### src/rtl/subsamp_pkg.sv
// Shared types for the decimating readout sequencer.
// Assumes: the control byte layout is bit 4 unit mode, bits 3:2 row
// decimation, bits 1:0 column decimation; bits 7:5 carry no meaning.
package subsamp_pkg;

    typedef struct packed {
        logic       bayer;     // 1: two-line unit, 0: single-line unit
        logic [1:0] row_freq;  // log2 of row unit stride
        logic [1:0] col_freq;  // log2 of column unit stride
    } ss_cfg_t;

    localparam logic [7:0] SS_CFG_RESET = 8'h10;

    typedef enum logic [1:0] {
        SEQ_IDLE = 2'd0,
        SEQ_ROW  = 2'd1,
        SEQ_COLS = 2'd2
    } seq_state_t;

    // Extracts the meaningful fields of a control byte; bits 7:5 dropped.
    function automatic ss_cfg_t ss_decode(input logic [7:0] b);
        ss_cfg_t c;
        c.bayer    = b[4];
        c.row_freq = b[3:2];
        c.col_freq = b[1:0];
        return c;
    endfunction

endpackage

### src/rtl/ss_cfg_reg.sv
// Control holding register plus per-frame active copy.
// The staged copy follows every write; the active copy is loaded only when
// a frame starts, and a write in the start cycle is taken directly.
// Assumes: load is a single-cycle pulse from the sequencer.
module ss_cfg_reg
    import subsamp_pkg::*;
(
    input  logic       clk,
    input  logic       rst_n,
    input  logic       wr_en,
    input  logic [7:0] wr_data,
    input  logic       load,
    output ss_cfg_t    active
);

    ss_cfg_t staged;
    ss_cfg_t load_val;

    // Value the active copy takes at a frame start.
    always_comb begin
        load_val = wr_en ? ss_decode(wr_data) : staged;
    end

    // Staged copy: tracks controller writes.
    always_ff @(posedge clk) begin
        if (!rst_n) begin
            staged <= ss_decode(SS_CFG_RESET);
        end else if (wr_en) begin
            staged <= ss_decode(wr_data);
        end
    end

    // Active copy: frozen for the duration of a frame.
    always_ff @(posedge clk) begin
        if (!rst_n) begin
            active <= ss_decode(SS_CFG_RESET);
        end else if (load) begin
            active <= load_val;
        end
    end

    assert_active_frozen_R6: assert property (@(posedge clk) disable iff (!rst_n)
        !load |=> $stable(active));

endmodule

### src/rtl/ss_addr_step.sv
// One-dimensional decimating address counter.
// Emits addresses whose line unit index is a multiple of 2**freq; a unit is
// one line (bayer=0) or two lines (bayer=1). 'last' tells that no further
// address exists below size.
// Assumes: size >= 1; the owner clears on the last address and never
// advances past it; bayer, freq and size are stable between clears.
module ss_addr_step #(
    parameter int ADDR_W = 10
) (
    input  logic              clk,
    input  logic              rst_n,
    input  logic              clear,
    input  logic              advance,
    input  logic              bayer,
    input  logic [1:0]        freq,
    input  logic [ADDR_W-1:0] size,
    output logic [ADDR_W-1:0] addr,
    output logic              last
);

    localparam int NW = ADDR_W + 1;

    logic          phase;      // second line of a two-line unit
    logic [NW-1:0] span_m1;    // unit stride minus one, in units
    logic [NW-1:0] jump;       // extra distance beyond +1
    logic [NW-1:0] next_addr;
    logic          next_phase;

    // Next address: +1 inside a unit, skip the dropped units at its end.
    always_comb begin
        span_m1 = (NW'(1) << freq) - NW'(1);
        if (bayer) begin
            jump = phase ? (span_m1 << 1) : '0;
        end else begin
            jump = span_m1;
        end
        next_addr  = {1'b0, addr} + NW'(1) + jump;
        next_phase = bayer ? ~phase : 1'b0;
        last       = next_addr >= {1'b0, size};
    end

    // Address register and unit phase.
    always_ff @(posedge clk) begin
        if (!rst_n || clear) begin
            addr  <= '0;
            phase <= 1'b0;
        end else if (advance) begin
            addr  <= next_addr[ADDR_W-1:0];
            phase <= next_phase;
        end
    end

    assert_step_forward_R2: assert property (@(posedge clk) disable iff (!rst_n)
        (advance && !clear) |=> (addr > $past(addr)));

    assert_no_step_past_end_R10: assert property (@(posedge clk) disable iff (!rst_n)
        (advance && !clear) |-> !last);

endmodule

### src/rtl/subsamp_addr_gen.sv
// Decimating readout address sequencer (top).
// Walks rows, then columns inside each row, emitting only the addresses
// that the active control value keeps. Rows wait for row_ready, columns
// advance on col_ready. Control, width and height are sampled at start.
// Assumes: array_width and array_height are at least 1.
module subsamp_addr_gen
    import subsamp_pkg::*;
#(
    parameter int ADDR_W = 10
) (
    input  logic              clk,
    input  logic              rst_n,
    input  logic              cfg_wr,
    input  logic [7:0]        cfg_data,
    input  logic [ADDR_W-1:0] array_width,
    input  logic [ADDR_W-1:0] array_height,
    input  logic              start,
    input  logic              row_ready,
    input  logic              col_ready,
    output logic [ADDR_W-1:0] row_addr,
    output logic [ADDR_W-1:0] col_addr,
    output logic              row_valid,
    output logic              pix_valid,
    output logic              end_of_row,
    output logic              end_of_frame
);

    seq_state_t        state;
    seq_state_t        state_nx;
    ss_cfg_t           cfg_act;
    logic [ADDR_W-1:0] width_q;
    logic [ADDR_W-1:0] height_q;
    logic              frame_go;
    logic              row_fire;
    logic              col_fire;
    logic              col_last;
    logic              row_last;
    logic              col_clear;
    logic              col_adv;
    logic              row_adv;

    // Handshake decode for the current state.
    always_comb begin
        frame_go  = (state == SEQ_IDLE) && start;
        row_fire  = (state == SEQ_ROW) && row_ready;
        col_fire  = (state == SEQ_COLS) && col_ready;
        col_clear = frame_go || (col_fire && col_last);
        col_adv   = col_fire && !col_last;
        row_adv   = col_fire && col_last && !row_last;
    end

    ss_cfg_reg u_cfg (
        .clk     (clk),
        .rst_n   (rst_n),
        .wr_en   (cfg_wr),
        .wr_data (cfg_data),
        .load    (frame_go),
        .active  (cfg_act)
    );

    ss_addr_step #(.ADDR_W(ADDR_W)) u_col (
        .clk     (clk),
        .rst_n   (rst_n),
        .clear   (col_clear),
        .advance (col_adv),
        .bayer   (cfg_act.bayer),
        .freq    (cfg_act.col_freq),
        .size    (width_q),
        .addr    (col_addr),
        .last    (col_last)
    );

    ss_addr_step #(.ADDR_W(ADDR_W)) u_row (
        .clk     (clk),
        .rst_n   (rst_n),
        .clear   (frame_go),
        .advance (row_adv),
        .bayer   (cfg_act.bayer),
        .freq    (cfg_act.row_freq),
        .size    (height_q),
        .addr    (row_addr),
        .last    (row_last)
    );

    // Array dimensions captured once per frame.
    always_ff @(posedge clk) begin
        if (!rst_n) begin
            width_q  <= ADDR_W'(1);
            height_q <= ADDR_W'(1);
        end else if (frame_go) begin
            width_q  <= array_width;
            height_q <= array_height;
        end
    end

    // Sequencer next-state choice.
    always_comb begin
        state_nx = state;
        unique case (state)
            SEQ_IDLE: if (start)     state_nx = SEQ_ROW;
            SEQ_ROW:  if (row_ready) state_nx = SEQ_COLS;
            SEQ_COLS: if (col_ready && col_last)
                          state_nx = row_last ? SEQ_IDLE : SEQ_ROW;
            default:  state_nx = SEQ_IDLE;
        endcase
    end

    // Sequencer state register.
    always_ff @(posedge clk) begin
        if (!rst_n) begin
            state <= SEQ_IDLE;
        end else begin
            state <= state_nx;
        end
    end

    // Output flags derived from state and end detection.
    always_comb begin
        row_valid    = (state != SEQ_IDLE);
        pix_valid    = (state == SEQ_COLS);
        end_of_row   = pix_valid && col_last;
        end_of_frame = end_of_row && row_last;
    end

    assert_eof_with_eor_R8: assert property (@(posedge clk) disable iff (!rst_n)
        end_of_frame |-> (end_of_row && pix_valid));

    assert_col_hold_R7: assert property (@(posedge clk) disable iff (!rst_n)
        (pix_valid && !col_ready) |=> (pix_valid && $stable(col_addr) && $stable(row_addr)));

    assert_row_wait_R7: assert property (@(posedge clk) disable iff (!rst_n)
        (row_valid && !pix_valid && !row_ready) |=> !pix_valid);

    assert_in_range_R10: assert property (@(posedge clk) disable iff (!rst_n)
        pix_valid |-> ((col_addr < width_q) && (row_addr < height_q)));

    assert_idle_after_eof_R9: assert property (@(posedge clk) disable iff (!rst_n)
        (pix_valid && col_ready && end_of_frame) |=> !row_valid);

    assert_start_ignored_R9: assert property (@(posedge clk) disable iff (!rst_n)
        (pix_valid && !col_ready && start) |=> pix_valid);

endmodule

### config.mk
export PLATFORM = sky130hd
export DESIGN_NAME = subsamp_addr_gen
export DESIGN_NICKNAME = d
export VERILOG_FILES = /design/src/rtl/subsamp_pkg.sv /design/src/rtl/ss_cfg_reg.sv /design/src/rtl/ss_addr_step.sv /design/src/rtl/subsamp_addr_gen.sv
export SDC_FILE = /design/constraint.sdc
export NUM_CORES = 1
export LEC_CHECK = 0
export BUFFER_PORTS_ARGS = -buffer_cell sky130_fd_sc_hd__buf_4
export CORE_MARGIN = 2
export CORE_UTILIZATION = 53
export DETAILED_ROUTE_END_ITERATION = 8
export PLACE_DENSITY = 0.82
export SYNTH_ARGS = -nofsm -noshare
export SYNTH_HDL_FRONTEND = slang
export SYNTH_SLANG_ARGS = --single-unit
### constraint.sdc
create_clock -name clk -period 6.4 [get_ports clk]
set_input_delay 1.28 -clock clk [delete_from_list [all_inputs] [get_ports clk]]
set_output_delay 1.28 -clock clk [all_outputs]
set_load 0.05 [all_outputs]
==> results.md, run 1 <==
* Run status: completed
* Path depth of the worst reg2reg path at 17
* Largest net degree at the start of global routing at 31
* Max stage delay cell, worst path: or4b_2
* Synth area leaders: dfxtp_1, ha_1, nand2_1
* Clock Skews at between 0.006 and 0.007 ns
* Max VDD drop at around 0.12 mV
* Fmax achieved at about 0.16 GHz
* Total of max-cap violations at 0
* Leading register cell type out of synthesis: dfxtp_1
* RSZ-0062 raised after global routing: no
* Drt wl/cell at 14.9 µm
* Core ar. at a little under 0.007 mm²
* Number of synthesized flops with an enable pin at 0
* Largest family of logic cells by synthesized area: compound AO/OA/AOI/OAI gates
* DRT Pass-1 Iters at 4
* Mux contribution to synthesized area at ~1.6%
* Post-layout min period at approximately 6.1 ns
* Initial antenna violation count at 0
* FF-to-FF End: state[1]
* GRT overflow at 0
* Post-cts resize count at 0
* Die area at 0.00780 mm²
* Ys async rst share at 0%
* Startpoint Class: register
* Area grow syn2layout at 15.3%
* Crit path capture type: output pin
* RR Startpoint: u_cfg.active[1]
* Unique cell type count in the Yosys netlist at 56
* Commonest non-fill, non-tap cell in the layout: nand2_1
* Simple-gate share of the synthesized area at a little over a fifth
* Setup TNS at 0 ns
* DR WL met3 at between 500 and 600 µm
* Worst setup margin at 0.324 ns
* Min-Delay Path Class: reg2reg
* Post-synth net total at about 540
* ANT cells at 0
* Hold Fails Final Rpt at 0
* GPL Wtd Cong at 0.952
* Mapped Cells at 459
* Fraction of layout cells with a size suffix above 1 at ~18%
* Register-to-register setup slack at approximately 1.6 ns
* Delay-heaviest family, CP: simple AND/OR/NAND/NOR gates
* Final Core Density at between 60 and 70%
* Worst-path clk slew at 0.10 ns
* Die Width at 88.3 µm
* Sequential element share of the synthesized area at between 20 and 30%
* Std cell rows at 30
* Max layer used: met4
* Most frequent cells in the layout: nand2_1, buf_4, dfxtp_1, ha_1, inv_1
* Synthesized area at approximately 0.0038 mm²
* Synth Area per Inst at between 8 and 9 µm²
* Total detailed-routing wirelength at 8.93 mm
* Worst path arrival time at 4.80 ns
* Synth warnings at 0
* Initial Utilization at between 50 and 60%
* First-pass GRT wire length at roughly 15 mm
* Worst-Skew Late Latency at between 0.3 and 0.4 ns
* Final setup vio count at 0
* # Post-CTS Setup Buffers at 0
* Min-Delay Endpoint: height_q[5]
* H-tree depth at 2
* PD cells at slightly above 200 mW/mm²
* Num ports at between 50 and 60
* Cts bufs inserted at 5
* Worst-path cell chain: nor2_1, inv_1, ha_1, nand2b_1, or2_0, o21ai_0, ha_1, or3_4, o32ai_2, or4b_2, o211ai_1, ha_1, o21ai_0, a21oi_1, a311oi_4, nor3_1, o21a_1, buf_4
* Slew @ Worst Pin at 1.01 ns
* Post-synthesis compound-gate area fraction at 24.7%
* Required @ worst endpoint at 5.12 ns
* Slew headroom at ~32%
* DRC Markers at 0
* Post-place setup slack at between 0.7 and 0.8 ns
* I/O Buffers at 54
* Slew Viols, Final at 0
* Area leader, netlist: dfxtp_1
* Yosys top cell area share at between 20% and 30%
* Sink Count at 54
* GRT Overall Usage at roughly a quarter
* Vias in the first global route at 3185
* Worst path max stage delay at around 0.62 ns
* Worst Hold Depth at 2
* Post-Route M1 WL at between 4 and 5 mm
* DR vias/cell at 5.67
* Vias at roughly 3400
* Crit-path max FO at 6
* Hold wc startpoint: height_q[5]
* Post-Synth Adder-Cell Area at between 10% and 20%
* Most numerous cell on the critical path: ha_1
* DPL Wire Length at between 6 and 7 mm
* Max clock buf depth at 2
* Met2 wire length at roughly 4 mm
* Seq cells post-synth at 54
* Layout net count at 580
* Setup CP Type: reg2out
* Die height at 88.3 µm
* Post-synthesis xor/xnor area fraction at under 10%
* Final Cycle Share at a little over nine tenths
* DRT iter0 DRCs at roughly 190
* Critical path buffer and inverter count at 2
* Antenna viol nets, final at 0
* CTS root buf: clkbuf_8
* CTS tree: built
* Leakage at about 1.9 nW
* Hold Buf Count CTS at 0
## Yosys cell counts (4+ instances only)
cell / n
dfxtp_1: 54
nor2_1: 27
o22a_1: 5
mux2i_1: 6
xnor2_1: 8
nand3_2: 8
a21oi_1: 21
o22ai_1: 7
o21ai_1: 6
nor2b_1: 8
nand2b_1: 7
a21boi_0: 20
o21a_1: 10
a21o_1: 4
clkbuf_1: 15
a211oi_1: 6
and2_1: 5
o211ai_1: 4
inv_1: 33
o21ai_0: 15
nor3_1: 8
ha_1: 43
nand2_1: 66
a2111oi_0: 5
nor3_2: 4
a21oi_2: 8
nand3_1: 13
## sequential cells by signal (all words and copies together), names as in the netlist
| register | count |
|---|---|
| height_q | 10 |
| state | 2 |
| u_cfg.active | 5 |
| u_cfg.staged | 5 |
| u_col.addr | 10 |
| u_col.phase | 1 |
| u_row.addr | 10 |
| u_row.phase | 1 |
| width_q | 10 |
## power by group
part	internal [mW]	switching (mW)	total, mW
logic	0.0866	0.148	0.234
clock network	0.157	0.123	0.280
registers	0.354	0.0124	0.366
total	0.597	0.283	0.880
## metal layers
metal	track usage (%)	vias up
met1	31.8	1550
li1	-	1709
met2	38.0	112
met5	0	-
met4	8.26	0
met3	5.41	21
## worst max-delay path by stage
stage	from	to	slack, ns	depth (start not counted)
finish	u_cfg.active[1]	end_of_frame	0.32	18
detailed placement	u_cfg.active[0]	end_of_frame	0.78	18
CTS	u_cfg.active[0]	end_of_frame	0.40	18
global placement	u_cfg.active[0]	end_of_frame	0.84	18
floorplan	u_cfg.active[0]	end_of_frame	0.13	18
global route	u_cfg.active[0]	end_of_frame	0.08	18
## metrics by stage
stage	total power, mW	std cells	area (µm²)	hold slack (ns)
after global placement	0.597	590	4210	0.452
after CTS	0.882	598	4350	0.471
final	0.880	598	4350	0.468
after global routing	0.925	598	4350	0.492
after detailed placement	0.606	590	4210	0.457
after floorplan	0.549	459	3770	0.438
## cell type report
type                    instances  area [µm²]
inverters                      33         124
clock inverters                 3        68.8
repair buffers                 56         420
fillers                       610        2480
flip-flops and latches         54        1080
well taps                      96         120
clock buffers                   5        68.8
multi-input cells             351        2460
## worst reg2reg max path, stage by stage, from the launching register on
cell and delay, ns:
dfxtp_1 0.36, nor2_1 0.13, inv_1 0.08, ha_1 0.17, nand2b_1 0.10, or2_0 0.31, o21ai_0 0.15, ha_1 0.25
or3_4 0.41, o32ai_2 0.37, or4b_2 0.62, o211ai_1 0.17, ha_1 0.20, o21ai_0 0.09, a21oi_1 0.36, a311o_1 0.54
a21oi_1 0.15, a41o_1 0.23
## logic make-up (layout without fill, tap and decap cells)
family,after synthesis,after routing
flops,54,54
simple gates,160,160
fa+ha+maj,45,45
buf+inv,54,97
compound gates,130,130
xor+xnor,10,10
mux,6,6
Power figures use the tool's default switching activity.
==> inputs of run 2 (changes only) <==
- CORE_MARGIN: 2 -> unset
- GPL_ROUTABILITY_DRIVEN: unset -> 0
==> results.md, run 2 (synthesis results as in run 1) <==
* Run status: completed (unchanged)
* Drt wl/cell at 15.2 µm (was 14.9 µm)
* Flop pwr share at 45.4% (was 41.6%)
* DR vias/cell at 5.82 (was 5.67)
* Core ar. at 0.00683 mm² (unchanged)
* Worst-path clk slew at 0.10 ns (about the same)
* # Post-CTS Setup Buffers at 0 (unchanged)
* Crit path capture type: output pin (unchanged)
* DRC Markers at 0 (unchanged)
* Worst-Skew Late Latency at 0.32 ns (about the same)
* Pint at 519 µW (was 597 µW)
* Leakage at 1.86 nW (was 1.88 nW)
* Post-cts resize count at 0 (unchanged)
* Num ports at 58 (unchanged)
* Clock share of power at 25.4% (was 31.8%)
* Comb pwr share at 29.3% (was 26.6%)
* Fill cells at 615 (was 610)
* Layout Cells excl Fill at 598 (unchanged)
* GRT Overall Usage at 25.0% (was 23.8%)
* PD cells at 187 mW/mm² (was 202 mW/mm²)
* Fmax achieved at 0.168 GHz (was 0.165 GHz)
* GRT overflow at 0 (unchanged)
* Sw Pwr at 285 µW (was 283 µW)
* Area after DPL at 0.00421 mm² (unchanged)
* Initial Utilization at 55.2% (unchanged)
* Antenna viol nets, final at 0 (unchanged)
* RR Startpoint: u_cfg.active[2] (was u_cfg.active[1])
* Fin area at 0.00430 mm² (was 0.00435 mm²)
* Final setup vio count at 0 (unchanged)
* Fraction of layout cells with a size suffix above 1 at 17.7% (unchanged)
* Area grow syn2layout at 14.1% (was 15.3%)
* Sink Count at 54 (unchanged)
* Vias in the first global route at 3269 (was 3185)
* Max VDD drop at 0.117 mV (was 0.121 mV)
* Largest net degree at the start of global routing at 31 (unchanged)
* Sw Ratio at 35.5% (was 32.2%)
* Min-Delay Path Class: reg2reg (unchanged)
* Die Width at 86.3 µm (was 88.3 µm)
* Final Core Density at 63.0% (was 63.6%)
* CTS tree: built (unchanged)
* Hold Slack at 0.470 ns (was 0.468 ns)
* Commonest non-fill, non-tap cell in the layout: nand2_1 (unchanged)
* Slew headroom at 29.4% (was 32.2%)
* I/O Buffers at 54 (unchanged)
* Multi-input logic area at 0.00246 mm² (unchanged)
* Total detailed-routing wirelength at 9.06 mm (was 8.93 mm)
* PnR Total Power at 804 µW (was 880 µW)
* Worst path arrival time at 4.66 ns (was 4.80 ns)
* DRT Pass-1 Iters at 5 (was 4)
* Hold Buf Count CTS at 0 (unchanged)
* DRT iter0 DRCs at 286 (was 187)
* Max clock buf depth at 2 (unchanged)
* ANT cells at 0 (unchanged)
* Hold Fails Final Rpt at 0 (unchanged)
* Storage element area at 0.00108 mm² (unchanged)
* Slew Viols, Final at 0 (unchanged)
* RSZ-0062 raised after global routing: no (unchanged)
* Slew @ Worst Pin at 1.06 ns (was 1.01 ns)
* Layout net count at 580 (unchanged)
* Setup TNS at 0 ns (unchanged)
* Most frequent cells in the layout: nand2_1, buf_4, dfxtp_1, ha_1, inv_1 (unchanged)
* Setup CP Type: reg2out (unchanged)
* Die height at 86.3 µm (was 88.3 µm)
* Hold wc startpoint: width_q[5] (was height_q[5])
* Die area at 0.00745 mm² (was 0.00780 mm²)
* Setup crit start: u_cfg.active[0] (was u_cfg.active[1])
* Post-place setup slack at 0.855 ns (was 0.780 ns)
* Std cell rows at 30 (unchanged)
* Initial antenna violation count at 0 (unchanged)
* First-pass GRT wire length at 14.9 mm (was 14.6 mm)
* CTS root buf: clkbuf_8 (unchanged)
* Clock Skews at 0.00868 ns (was 0.00682 ns)
* Total of max-cap violations at 0 (unchanged)
* Vias at 3482 (was 3392)
* DPL Wire Length at 6.93 mm (was 6.88 mm)
* H-tree depth at 2 (unchanged)
* Post-layout min period at 5.94 ns (was 6.08 ns)
* Final Cycle Share at 92.8% (was 94.9%)
* Cts bufs inserted at 5 (unchanged)
* Placed cells at 590 (unchanged)
* Required @ worst endpoint at 5.12 ns (about the same)
* Startpoint Class: register (unchanged)
* Worst setup margin at 0.458 ns (was 0.324 ns)
* Crit-path max FO at 6 (unchanged)
run 2: critical path, stage by stage, from the launching register on:
cell and delay (ns):
dfxtp_1 0.35, nor2_1 0.15, inv_1 0.08, ha_1 0.18, nand2b_1 0.10, or2_0 0.27, o21ai_0 0.16, ha_1 0.25
or3_4 0.40, o32ai_2 0.35, or4b_2 0.61, o211ai_1 0.16, ha_1 0.18, o21ai_0 0.08, a21oi_1 0.36, a311oi_4 0.08
nor3_1 0.22, o21a_1 0.17, buf_4 0.19
run 2: power groups by stage:
stage	combinational [mW]	sequential [mW]	clock [mW]
6_report	0.236	0.365	0.204
5_1_grt	0.260	0.367	0.218
4_1_cts	0.232	0.365	0.207
3_5_place_dp	0.230	0.372	0
3_3_place_gp	0.224	0.372	0
2_1_floorplan	0.178	0.371	0
run 2: layer usage:
| metal | up-vias | global-route usage [%] | routed length (µm) |
|---|---|---|---|
| met1 | 1628 | 34.2 | 4190 |
| met3 | 20 | 3.52 | 478 |
| li1 | 1715 | - | - |
| met5 | - | 0 | 0 |
| met2 | 119 | 41.1 | 4250 |
| met4 | 0 | 7.42 | 142 |
run 2: final timing paths:
check                        to  slack (ns)  depth (start not counted)
setup reg to reg  u_row.addr[2]        1.64                         16
setup / recovery   end_of_frame        0.46                         18
hold / removal       width_q[5]        0.47                          2
hold reg to reg      width_q[5]        0.47                          2
run 2: final cells by class:
class,count,share of cell area (%)
inverters,33,2.88
multi-input cells,351,57.3
repair buffers,56,9.77
well taps,96,2.79
clock inverters,3,0.582
flip-flops and latches,54,25.1
clock buffers,5,1.60
